`src/rtl/dpt_pkg.sv`:
```
package dpt_pkg;
   typedef enum logic {
      DEV_DISK   = 1'b0,
      DEV_PACKET = 1'b1
   } dev_kind_e;

   localparam logic [7:0] ST_IDLE       = 8'h00;
   localparam logic [7:0] ST_BUSY       = 8'h80;
   localparam logic [7:0] ST_READY_SEEK = 8'h50;
   localparam logic [7:0] ST_FAULT      = 8'h41;
endpackage

```
`src/rtl/dpt_disk_step.sv`:
```
module dpt_disk_step #(
   parameter int ADDR_W     = 48,
   parameter int CNT_W      = 16,
   parameter int LEN_W      = 24,
   parameter int SECT_SHIFT = 9
) (
   input  logic [ADDR_W-1:0] pos_i,
   input  logic [CNT_W-1:0]  rem_i,
   input  logic [LEN_W-1:0]  size_i,
   output logic [ADDR_W-1:0] pos_o,
   output logic [CNT_W-1:0]  rem_o,
   output logic              fin_o,
   output logic              under_o
);
   localparam int          SUM_W = LEN_W + 1;
   localparam logic [SUM_W-1:0] ROUND = SUM_W'((1 << SECT_SHIFT) - 1);

   logic [SUM_W-1:0] rounded;
   logic [SUM_W-1:0] nsec;

   always_comb begin
      rounded = {1'b0, size_i} + ROUND;
      nsec    = rounded >> SECT_SHIFT;
      pos_o   = pos_i + ADDR_W'(nsec);
      rem_o   = rem_i - CNT_W'(nsec);
      fin_o   = (rem_o == '0);
      under_o = (nsec > SUM_W'(rem_i));
   end
endmodule

```
`src/rtl/dpt_pkt_step.sv`:
```
module dpt_pkt_step #(
   parameter int ADDR_W     = 48,
   parameter int BYTES_W    = 32,
   parameter int LEN_W      = 24,
   parameter int SECT_SHIFT = 9,
   parameter int BLK_SHIFT  = 11
) (
   input  logic [ADDR_W-1:0]         blk_i,
   input  logic [BLK_SHIFT-1:0]      off_i,
   input  logic signed [BYTES_W-1:0] bytes_i,
   input  logic [LEN_W-1:0]          size_i,
   output logic [ADDR_W-1:0]         blk_o,
   output logic [BLK_SHIFT-1:0]      off_o,
   output logic signed [BYTES_W-1:0] bytes_o,
   output logic [ADDR_W-1:0]         media_o,
   output logic                      fin_o
);
   localparam int SUM_W    = LEN_W + 1;
   localparam int SUB_BITS = BLK_SHIFT - SECT_SHIFT;

   logic [SUM_W-1:0]          sum;
   logic signed [BYTES_W-1:0] size_s;

   always_comb begin
      sum     = {1'b0, size_i} + SUM_W'(off_i);
      blk_o   = blk_i + ADDR_W'(sum >> BLK_SHIFT);
      off_o   = sum[BLK_SHIFT-1:0];
      size_s  = BYTES_W'(size_i);
      bytes_o = bytes_i - size_s;
      media_o = (blk_o << SUB_BITS) + ADDR_W'(off_o >> SECT_SHIFT);
      fin_o   = bytes_o[BYTES_W-1] || (bytes_o == '0);
   end
endmodule

```
`src/rtl/dpt_irq_ctl.sv`:
```
module dpt_irq_ctl (
   input  logic clk,
   input  logic rst_n,
   input  logic set_i,
   input  logic ack_i,
   output logic irq_o
);
   always_ff @(posedge clk or negedge rst_n) begin
      if (!rst_n)      irq_o <= 1'b0;
      else if (set_i)  irq_o <= 1'b1;
      else if (ack_i)  irq_o <= 1'b0;
   end

   AST_IRQ_HOLD: assert property (@(posedge clk) disable iff (!rst_n)
      (irq_o && !ack_i) |=> irq_o);
   AST_IRQ_SET: assert property (@(posedge clk) disable iff (!rst_n)
      set_i |=> irq_o);
endmodule

```
`src/rtl/dma_progress_tracker.sv`:
```
module dma_progress_tracker
   import dpt_pkg::*;
#(
   parameter int ADDR_W     = 48,
   parameter int CNT_W      = 16,
   parameter int BYTES_W    = 32,
   parameter int LEN_W      = 24,
   parameter int SECT_SHIFT = 9,
   parameter int BLK_SHIFT  = 11,
   parameter bit HAS_PACKET = 1'b1
) (
   input  logic                      clk,
   input  logic                      rst_n,
   input  logic                      start,
   input  logic                      start_kind,
   input  logic [ADDR_W-1:0]         start_pos,
   input  logic [CNT_W-1:0]          start_count,
   input  logic signed [BYTES_W-1:0] start_bytes,
   input  logic                      chunk_done,
   input  logic [LEN_W-1:0]          chunk_bytes,
   input  logic                      chunk_err,
   input  logic [LEN_W-1:0]          next_len,
   input  logic                      irq_ack,
   output logic                      launch,
   output logic [LEN_W-1:0]          launch_len,
   output logic [ADDR_W-1:0]         media_addr,
   output logic                      dma_end,
   output logic                      cmd_done,
   output logic [7:0]                status,
   output logic                      irq
);
   if (BLK_SHIFT <= SECT_SHIFT) begin : g_bad_shift
      $error("BLK_SHIFT must exceed SECT_SHIFT");
   end
   if (LEN_W < BLK_SHIFT) begin : g_bad_len
      $error("LEN_W must cover one block offset");
   end
   if (BYTES_W <= LEN_W) begin : g_bad_bytes
      $error("BYTES_W must exceed LEN_W");
   end
   if (ADDR_W <= LEN_W) begin : g_bad_addr
      $error("ADDR_W must exceed LEN_W");
   end

   // architectural state
   logic                      busy_q;
   dev_kind_e                 kind_q;
   logic [ADDR_W-1:0]         pos_q;
   logic [CNT_W-1:0]          rem_q;
   logic [BLK_SHIFT-1:0]      off_q;
   logic signed [BYTES_W-1:0] bytes_q;

   // step selection
   dev_kind_e                 kind_in;
   dev_kind_e                 step_kind;
   logic                      step_go;
   logic                      err_hit;
   logic [LEN_W-1:0]          step_size;
   logic [ADDR_W-1:0]         base_pos;
   logic [CNT_W-1:0]          base_rem;
   logic [BLK_SHIFT-1:0]      base_off;
   logic signed [BYTES_W-1:0] base_bytes;
   logic                      done_before;

   // step results
   logic [ADDR_W-1:0]         dk_pos;
   logic [CNT_W-1:0]          dk_rem;
   logic                      dk_fin;
   logic                      dk_under;
   logic [ADDR_W-1:0]         pk_blk;
   logic [BLK_SHIFT-1:0]      pk_off;
   logic signed [BYTES_W-1:0] pk_bytes;
   logic [ADDR_W-1:0]         pk_media;
   logic                      pk_fin;
   logic                      step_fin;
   logic                      irq_set;

   assign kind_in = (HAS_PACKET && start_kind) ? DEV_PACKET : DEV_DISK;

   always_comb begin
      step_go     = start || (busy_q && chunk_done && !chunk_err);
      err_hit     = !start && busy_q && chunk_done && chunk_err;
      step_kind   = start ? kind_in : kind_q;
      step_size   = start ? '0 : chunk_bytes;
      base_pos    = start ? start_pos : pos_q;
      base_rem    = start ? start_count : rem_q;
      base_off    = start ? '0 : off_q;
      base_bytes  = start ? start_bytes : bytes_q;
      done_before = start ? 1'b0 : cmd_done;
      step_fin    = (step_kind == DEV_PACKET) ? pk_fin : dk_fin;
      irq_set     = (step_go && step_fin && !done_before) || err_hit;
   end

   dpt_disk_step #(
      .ADDR_W(ADDR_W), .CNT_W(CNT_W), .LEN_W(LEN_W), .SECT_SHIFT(SECT_SHIFT)
   ) u_disk (
      .pos_i(base_pos), .rem_i(base_rem), .size_i(step_size),
      .pos_o(dk_pos), .rem_o(dk_rem), .fin_o(dk_fin), .under_o(dk_under)
   );

   if (HAS_PACKET) begin : g_pkt
      dpt_pkt_step #(
         .ADDR_W(ADDR_W), .BYTES_W(BYTES_W), .LEN_W(LEN_W),
         .SECT_SHIFT(SECT_SHIFT), .BLK_SHIFT(BLK_SHIFT)
      ) u_pkt (
         .blk_i(base_pos), .off_i(base_off), .bytes_i(base_bytes),
         .size_i(step_size), .blk_o(pk_blk), .off_o(pk_off),
         .bytes_o(pk_bytes), .media_o(pk_media), .fin_o(pk_fin)
      );
   end else begin : g_no_pkt
      assign pk_blk   = '0;
      assign pk_off   = '0;
      assign pk_bytes = '0;
      assign pk_media = '0;
      assign pk_fin   = 1'b0;
   end

   always_ff @(posedge clk or negedge rst_n) begin
      if (!rst_n) begin
         busy_q     <= 1'b0;
         kind_q     <= DEV_DISK;
         pos_q      <= '0;
         rem_q      <= '0;
         off_q      <= '0;
         bytes_q    <= '0;
         launch     <= 1'b0;
         launch_len <= '0;
         media_addr <= '0;
         dma_end    <= 1'b0;
         cmd_done   <= 1'b0;
         status     <= ST_IDLE;
      end else begin
         launch  <= 1'b0;
         dma_end <= 1'b0;
         if (step_go) begin
            kind_q <= step_kind;
            rem_q  <= dk_rem;
            off_q  <= pk_off;
            bytes_q <= pk_bytes;
            if (step_kind == DEV_PACKET) begin
               pos_q      <= pk_blk;
               media_addr <= pk_media;
            end else begin
               pos_q      <= dk_pos;
               media_addr <= dk_pos;
            end
            if (step_fin) begin
               cmd_done <= 1'b1;
               status   <= ST_READY_SEEK;
            end else if (start) begin
               cmd_done <= 1'b0;
               status   <= ST_BUSY;
            end
            if (next_len == '0) begin
               dma_end <= 1'b1;
               busy_q  <= 1'b0;
            end else begin
               launch     <= 1'b1;
               launch_len <= next_len;
               busy_q     <= 1'b1;
            end
         end else if (err_hit) begin
            dma_end <= 1'b1;
            busy_q  <= 1'b0;
            status  <= ST_FAULT;
         end
      end
   end

   dpt_irq_ctl u_irq (
      .clk(clk), .rst_n(rst_n), .set_i(irq_set), .ack_i(irq_ack), .irq_o(irq)
   );

   AST_NO_UNDERFLOW: assert property (@(posedge clk) disable iff (!rst_n)
      (busy_q && chunk_done && !chunk_err && !start && kind_q == DEV_DISK)
      |-> !dk_under);
   AST_DONE_STATUS: assert property (@(posedge clk) disable iff (!rst_n)
      $rose(cmd_done) |-> (status == ST_READY_SEEK));
   AST_PULSE_EXCL: assert property (@(posedge clk) disable iff (!rst_n)
      !(launch && dma_end));
   AST_ERR_FREEZE: assert property (@(posedge clk) disable iff (!rst_n)
      (busy_q && chunk_done && chunk_err && !start)
      |=> ($stable(media_addr) && dma_end && status == ST_FAULT));
   AST_IDLE_IGNORE: assert property (@(posedge clk) disable iff (!rst_n)
      (!busy_q && chunk_done && !start)
      |=> ($stable(media_addr) && !launch && !dma_end));
endmodule

```
`config.mk`:
```
export PLATFORM = sky130hd
export DESIGN_NAME = dma_progress_tracker
export DESIGN_NICKNAME = d
export VERILOG_FILES = /design/src/rtl/dpt_pkg.sv /design/src/rtl/dpt_disk_step.sv /design/src/rtl/dpt_pkt_step.sv /design/src/rtl/dpt_irq_ctl.sv /design/src/rtl/dma_progress_tracker.sv
export SDC_FILE = /design/constraint.sdc
export NUM_CORES = 1
export LEC_CHECK = 0
export ABC_AREA = 1
export BUFFER_PORTS_ARGS = -buffer_cell sky130_fd_sc_hd__buf_2
export CORE_ASPECT_RATIO = 0.8
export CORE_MARGIN = 2
export CORE_UTILIZATION = 59
export DETAILED_ROUTE_END_ITERATION = 6
export PLACE_DENSITY = 0.82
export SYNTH_ARGS = -nofsm -noshare
export SYNTH_HDL_FRONTEND = slang
export SYNTH_SLANG_ARGS = --single-unit
```
`constraint.sdc`:
```
create_clock -name clk -period 5.6 [get_ports clk]
set_clock_uncertainty 0.05 [all_clocks]
set_input_delay 0.28 -clock clk [delete_from_list [all_inputs] [get_ports clk]]
set_output_delay 0.28 -clock clk [all_outputs]
set_load 0.01 [all_outputs]
```
Yosys cells after proc, flatten, opt, wreduce, memory -nomap -nowiden. Cells that the tools add are included.

Flip-flop bits (word level): 193. Latch bits: 0. Bits in writable memories: 0. Memory bits (read-only): 0. Input bits: 151. Output and inout port bits: 84. Word-level logic and storage cells: 67. Memories: 0.

Add/subtract/negate cells: 7. $mul: 0. Divide/modulo/power cells: 0. Order comparisons: 0. Equality and inequality tests: 1. Shifts and indexed selects: 0. Muxes and demuxes: 25. Bitwise operators: 1. Reductions and logical operators: 20.

Operator list (count): $mux 48 (3); $add 48x14->48 (1); $add 48x16->48 (1); $add 48x2->48 (1); $logic_not 32->1 (1); $mux 32 (1); $mux 8 (4); $sub 32x25->32 (1); $add 24x11->25 (1); $add 24x9->25 const B (1); $logic_not 24->1 (1); $mux 24 (1); $logic_not 16->1 (1); $mux 16 (1); $sub 16x16->16 (1); $mux 1 (14); $mux 11 (1); $logic_and 1x1->1 (7); $reduce_and 2->1 (2); $reduce_bool 2->1 (2); $logic_not 1->1 (3); $logic_or 1x1->1 (3); $ne 3x2->1 const B (1); $not 1->1 (1).

Longest topological paths before layout.
Word-level depth: 9. Mapped depth: 46. Mapped depth without buffers: 39.

By module. From an unflattened synthesis, not the netlist that was laid out.

Cell total of the unflattened synthesis: 3025. Area total of the unflattened synthesis: 18445.2 um^2.

By module, submodules not included: dma_progress_tracker (instances 1, cells each 1225, area an instance 9107.5 um^2); dpt_pkt_step (instances 1, cells each 1044, area an instance 5499.0 um^2); dpt_disk_step (instances 1, cells each 751, area an instance 3798.6 um^2); dpt_irq_ctl (instances 1, cells each 5, area an instance 40.0 um^2).

Least setup slack after synthesis. OpenSTA, ideal clock, no wires.

Path kind: input -> register. Start: input port start. End: register media_addr[45]. Setup time: 0.129 ns. Arrival: 5.313 ns. Slack: 0.108 ns. Cell stages on the path: 40. Path buffers: 7. Path through: buf_6 > inv_6 > buf_12 > buf_6 > buf_6 > buf_4 > buf_2 > clkbuf_1 > nand2_1 > inv_1 > ha_1 > a21oi_1 > o21ai_0 > nand2_1 > nand2_1 > a21oi_1 > o21ai_1 > a21oi_1 > (+4 left out) > nand2_1 > xor2_1 > ha_1 > nand3_1 > nand3_1 > inv_1 > nor2_1 > nor2_1 > o21ai_1 > a21boi_0 > o21ai_1 > a21oi_1 > nor2_1 > nand2_1 > nor2_1 > nand3_1 > a31oi_1 > a21oi_1.

Longest elaborated chain between the ends: 5. Elaborated cells between the ends (all ways): 11.

RTL lines: from (decl) (RTL line dma_progress_tracker.sv:14) `input logic start,`; $mux 24 or $mux 11 (tied branches) (RTL line dma_progress_tracker.sv:84, dma_progress_tracker.sv:87); $add 24x11->25 (RTL line dpt_pkt_step.sv:25) `sum = {1'b0, size_i} + SUM_W'(off_i);`; $add 48x14->48 (RTL line dpt_pkt_step.sv:26) `blk_o = blk_i + ADDR_W'(sum >> BLK_SHIFT);`; $add 48x2->48 (RTL line dpt_pkt_step.sv:30) `media_o = (blk_o << SUB_BITS) + ADDR_W'(off_o >> SECT_SHIFT);`; $mux 48 (RTL line dma_progress_tracker.sv:140) `if (step_kind == DEV_PACKET) begin`; to (signal assigned) (RTL line dma_progress_tracker.sv:142) `media_addr <= pk_media;`; to (signal assigned) (RTL line dma_progress_tracker.sv:145) `media_addr <= dk_pos;`; to (decl) (RTL line dma_progress_tracker.sv:26) `output logic [ADDR_W-1:0] media_addr,`.

Parallel ways exist; a longest one is shown, timed or not. A chain may end at the register's enable or synchronous reset.

Final worst setup path.
Start: register off_q[1]. End: register media_addr[27].

Longest elaborated chain between the ends: 5.

RTL lines: from (decl) (RTL line dma_progress_tracker.sv:50) `logic [BLK_SHIFT-1:0] off_q;`; from (signal assigned) (RTL line dma_progress_tracker.sv:138) `off_q <= pk_off;`; $mux 11 * (RTL line dma_progress_tracker.sv:87) `base_off = start ? '0 : off_q;`; $add 24x11->25 * (RTL line dpt_pkt_step.sv:25); $add 48x14->48 (RTL line dpt_pkt_step.sv:26); $add 48x2->48 * (RTL line dpt_pkt_step.sv:30); $mux 48 * (RTL line dma_progress_tracker.sv:140).

Mark *: on every way between the ends. The rest lies on a longest branch, timed or not.

==> results.ini <==
[clock_tree]
clk-insertion-delay-late_ns=0.47
cts_max_path_buffers=2
tritoncts=yes
clock_sinks=189
clk_pin_slew_ns=0.08
htreeDepth=4
cts_root_buffer=clkbuf_16
cts-buffers-inserted=17

[drt]
via_per_inst=5.886
wl_per_cell_um=18.97
vias=18699
post-route-drc-count=2
drt_iter0_drc=2299
postRouteAntennaNets=0
totalWireLength_mm=60.26
detailedRoute.firstPassIterationCount=7

[sta]
whs_ns=0.02175
final-max-slew-violation-count=0
period_share_pct=93.80
setup_viol=0
fmax_mhz=190.4
finalHoldViolations=0
tightest_slew_ns=1.000
max_slew_margin_pct=33.23
post-route-min-period_ns=5.253

[yosys]
synth.largest_area_cell=dfrtp_1
synth_ff_type=dfrtp_1
synth_top_cell_area_share_pct=28.44
ys_ff_latch=189
synth_warnings=0
avgSynthCellArea_um2=6.419
syn_area_um2=16630
synth-edff-count=0
ys_seq_area_share_pct=28.44
yosys-top-cells-count=nand2_1 (642), inv_1 (311), nor2_1 (310)
synthTopCellsByArea=dfrtp_1 (28%), nand2_1 (14%), inv_1 (7.0%)
yosysMostFrequentCell=nand2_1
postSynthCellCount=2591
synth_cell_types=56
synth-async-reset-ratio_pct=100.0

[critical_path]
arrival_ns=5.59
cp-end-kind=register
cp_slowest_cell=dfrtp_1
path_class=register to register
crit_top_cell=nand2_1
cpLargestDelayFamily=compound AO/OA/AOI/OAI gates
required_ns=5.93
crit_buf_inv=3
cp_slowest_stage_delay_ns=0.40
worstPathMaxFanout=7
start_kind=register

[power_and_ir_drop]
p_leak_nw=9.611
vdd_drop_max_uv=245.8
power_density_nw_per_um2=324.3

[floorplan]
placementRows=54
design.core.area_um2=27500
start_util_pct=60.48
die_x_um=191.7
die_h_um=154.2
dieArea_um2=29560
ios=235

[placement]
hpwl_mm=46.40
io_buffers=230
gp_congestion=1.028
dp.cells=3135

[grt]
grt_pass1_wl_mm=92.87
antenna_found_initial=1
grt_max_degree=83
grt_usage_pct=40.41
grt_overflow_total=0
grt_pass1_vias=17174

[finish]
area_growth_pct=13.19
final_core_util_pct=68.46
fillers=2402
stdcell_count=3177
drive_above_1_share_pct=17.32
layout.nets=3012

[flow_run]
maxCapViolCount=0

[min_path]
hp-class=primary input to register

[run_status]
status=finished, violations left
failed_checks=design-rule violations

-- timing repair --
action	in CTS	in global routing
buffers inserted	0	2
hold buffers	7	0
gates resized for setup	1	18
endpoints found under the hold margin	86	0
gates cloned	0	0
pin swaps	0	2
endpoints found under the setup margin	4	58
-- worst paths after layout --
kind,startpoint,to,slack (ns),cells after the start
worst max-delay path,off_q[1]$_DFFE_PN0N_,media_addr[27]$_DFFE_PN0N_,0.35,33
worst min-delay path,next_len[6],launch_len[6]$_DFFE_PN0P_,0.02,3
worst max register to register,off_q[1]$_DFFE_PN0N_,media_addr[27]$_DFFE_PN0N_,0.35,33
worst min register to register,status[0]$_DFFE_PN0P_,status[0]$_DFFE_PN0P_,0.43,2
max in group asynchronous,rst_n,media_addr[40]$_DFFE_PN0N_,3.78,3
min in group asynchronous,rst_n,rem_q[14]$_DFFE_PN0N_,0.32,2
-- cell families (layout without fill, tap and decap cells) --
| logic type | count (synthesis) | count (layout) | synth area share [%] |
|---|---|---|---|
| adder cells (fa/ha/maj) | 62 | 62 | 4.800 |
| AND/OR/NAND/NOR | 1349 | 1349 | 36.45 |
| AO/OA/AOI/OAI | 496 | 496 | 16.20 |
| multiplexers | 6 | 6 | 0.3611 |
| XOR/XNOR | 72 | 72 | 3.791 |
| buffers and inverters | 416 | 634 | 9.945 |
| flip-flops | 189 | 189 | 28.44 |
| other | 1 | 5 | 0.02255 |
-- through the flow --
stage               power (mW)  setup TNS (ns)  instance area [µm²]  setup WS [ns]
detailed placement       4.639         -0.2633                18060       -0.09291
CTS                      5.997               0                18760        0.04411
global route             6.476        -0.05365                18830       -0.02494
finish                   6.105               0                18830         0.3470
global placement         4.571               0                18060         0.1891
floorplan                3.790               0                16640         0.1082
-- report_power, final --
| part | internal, mW | switching [mW] | total (mW) |
|---|---|---|---|
| Combinational | 0.912 | 1.90 | 2.81 |
| Sequential | 1.73 | 0.207 | 1.93 |
| Clock | 0.686 | 0.673 | 1.36 |
| Total | 3.33 | 2.78 | 6.11 |
-- worst min-delay path, cell delays in order --
cell	delay, ns
buf_2	0.11
nand2_1	0.06
nand2_1	0.06
-- area by class of cell --
| class | instances | area [µm²] | share of cell area [%] |
|---|---|---|---|
| diodes | 1 | 2.502 | 0.01329 |
| clock buffers | 17 | 425.4 | 2.260 |
| multi-input cells | 1989 | 10320 | 54.80 |
| clock inverters | 15 | 200.2 | 1.063 |
| well taps | 364 | 455.4 | 2.419 |
| inverters | 342 | 1291 | 6.859 |
| flip-flops and latches | 189 | 4730 | 25.12 |
| repair buffers | 260 | 1405 | 7.463 |
-- placed cells by master, fill, tap and decap left out, types with 13 or more instances in the layout --
cell and instances:
nand3_1 157, nor2_1 305, dfrtp_1 189, a31oi_1 18, nor2_2 16, inv_1 309
buf_2 228, o21ai_0 171, nor2_4 13, or2_2 44, nand2_2 40, xnor2_1 23
nand2_1 639, nand3b_1 13, a21oi_1 199, ha_1 59, buf_4 24, o21ai_2 19
clkbuf_16 17, xor2_1 49, nand3_2 15, o21ai_1 45, inv_2 26, nor3_1 34
nand4_1 32
-- routing by layer --
layer | routed length [µm] | part of all wire, % | vias up | global-route usage [%]
met3 | 7404 | 12 | 110 | 9.281
met4 | 1090 | 1.8 | 0 | 8.388
li1 | - | - | 8788 | -
met1 | 26570 | 44 | 8664 | 60.40
met2 | 25190 | 42 | 1137 | 59.55
met5 | 0 | 0 | - | 0
-- sequential cells by signal, indices dropped and copies added (netlist names) --
name,cells
media_addr,48
dma_end,1
busy_q,1
off_q,11
launch,1
launch_len,24
status,4
kind_q,1
u_irq.irq_o,1
bytes_q,32
pos_q,48
cmd_done,1
rem_q,16
(Power assumes the default switching activity.)
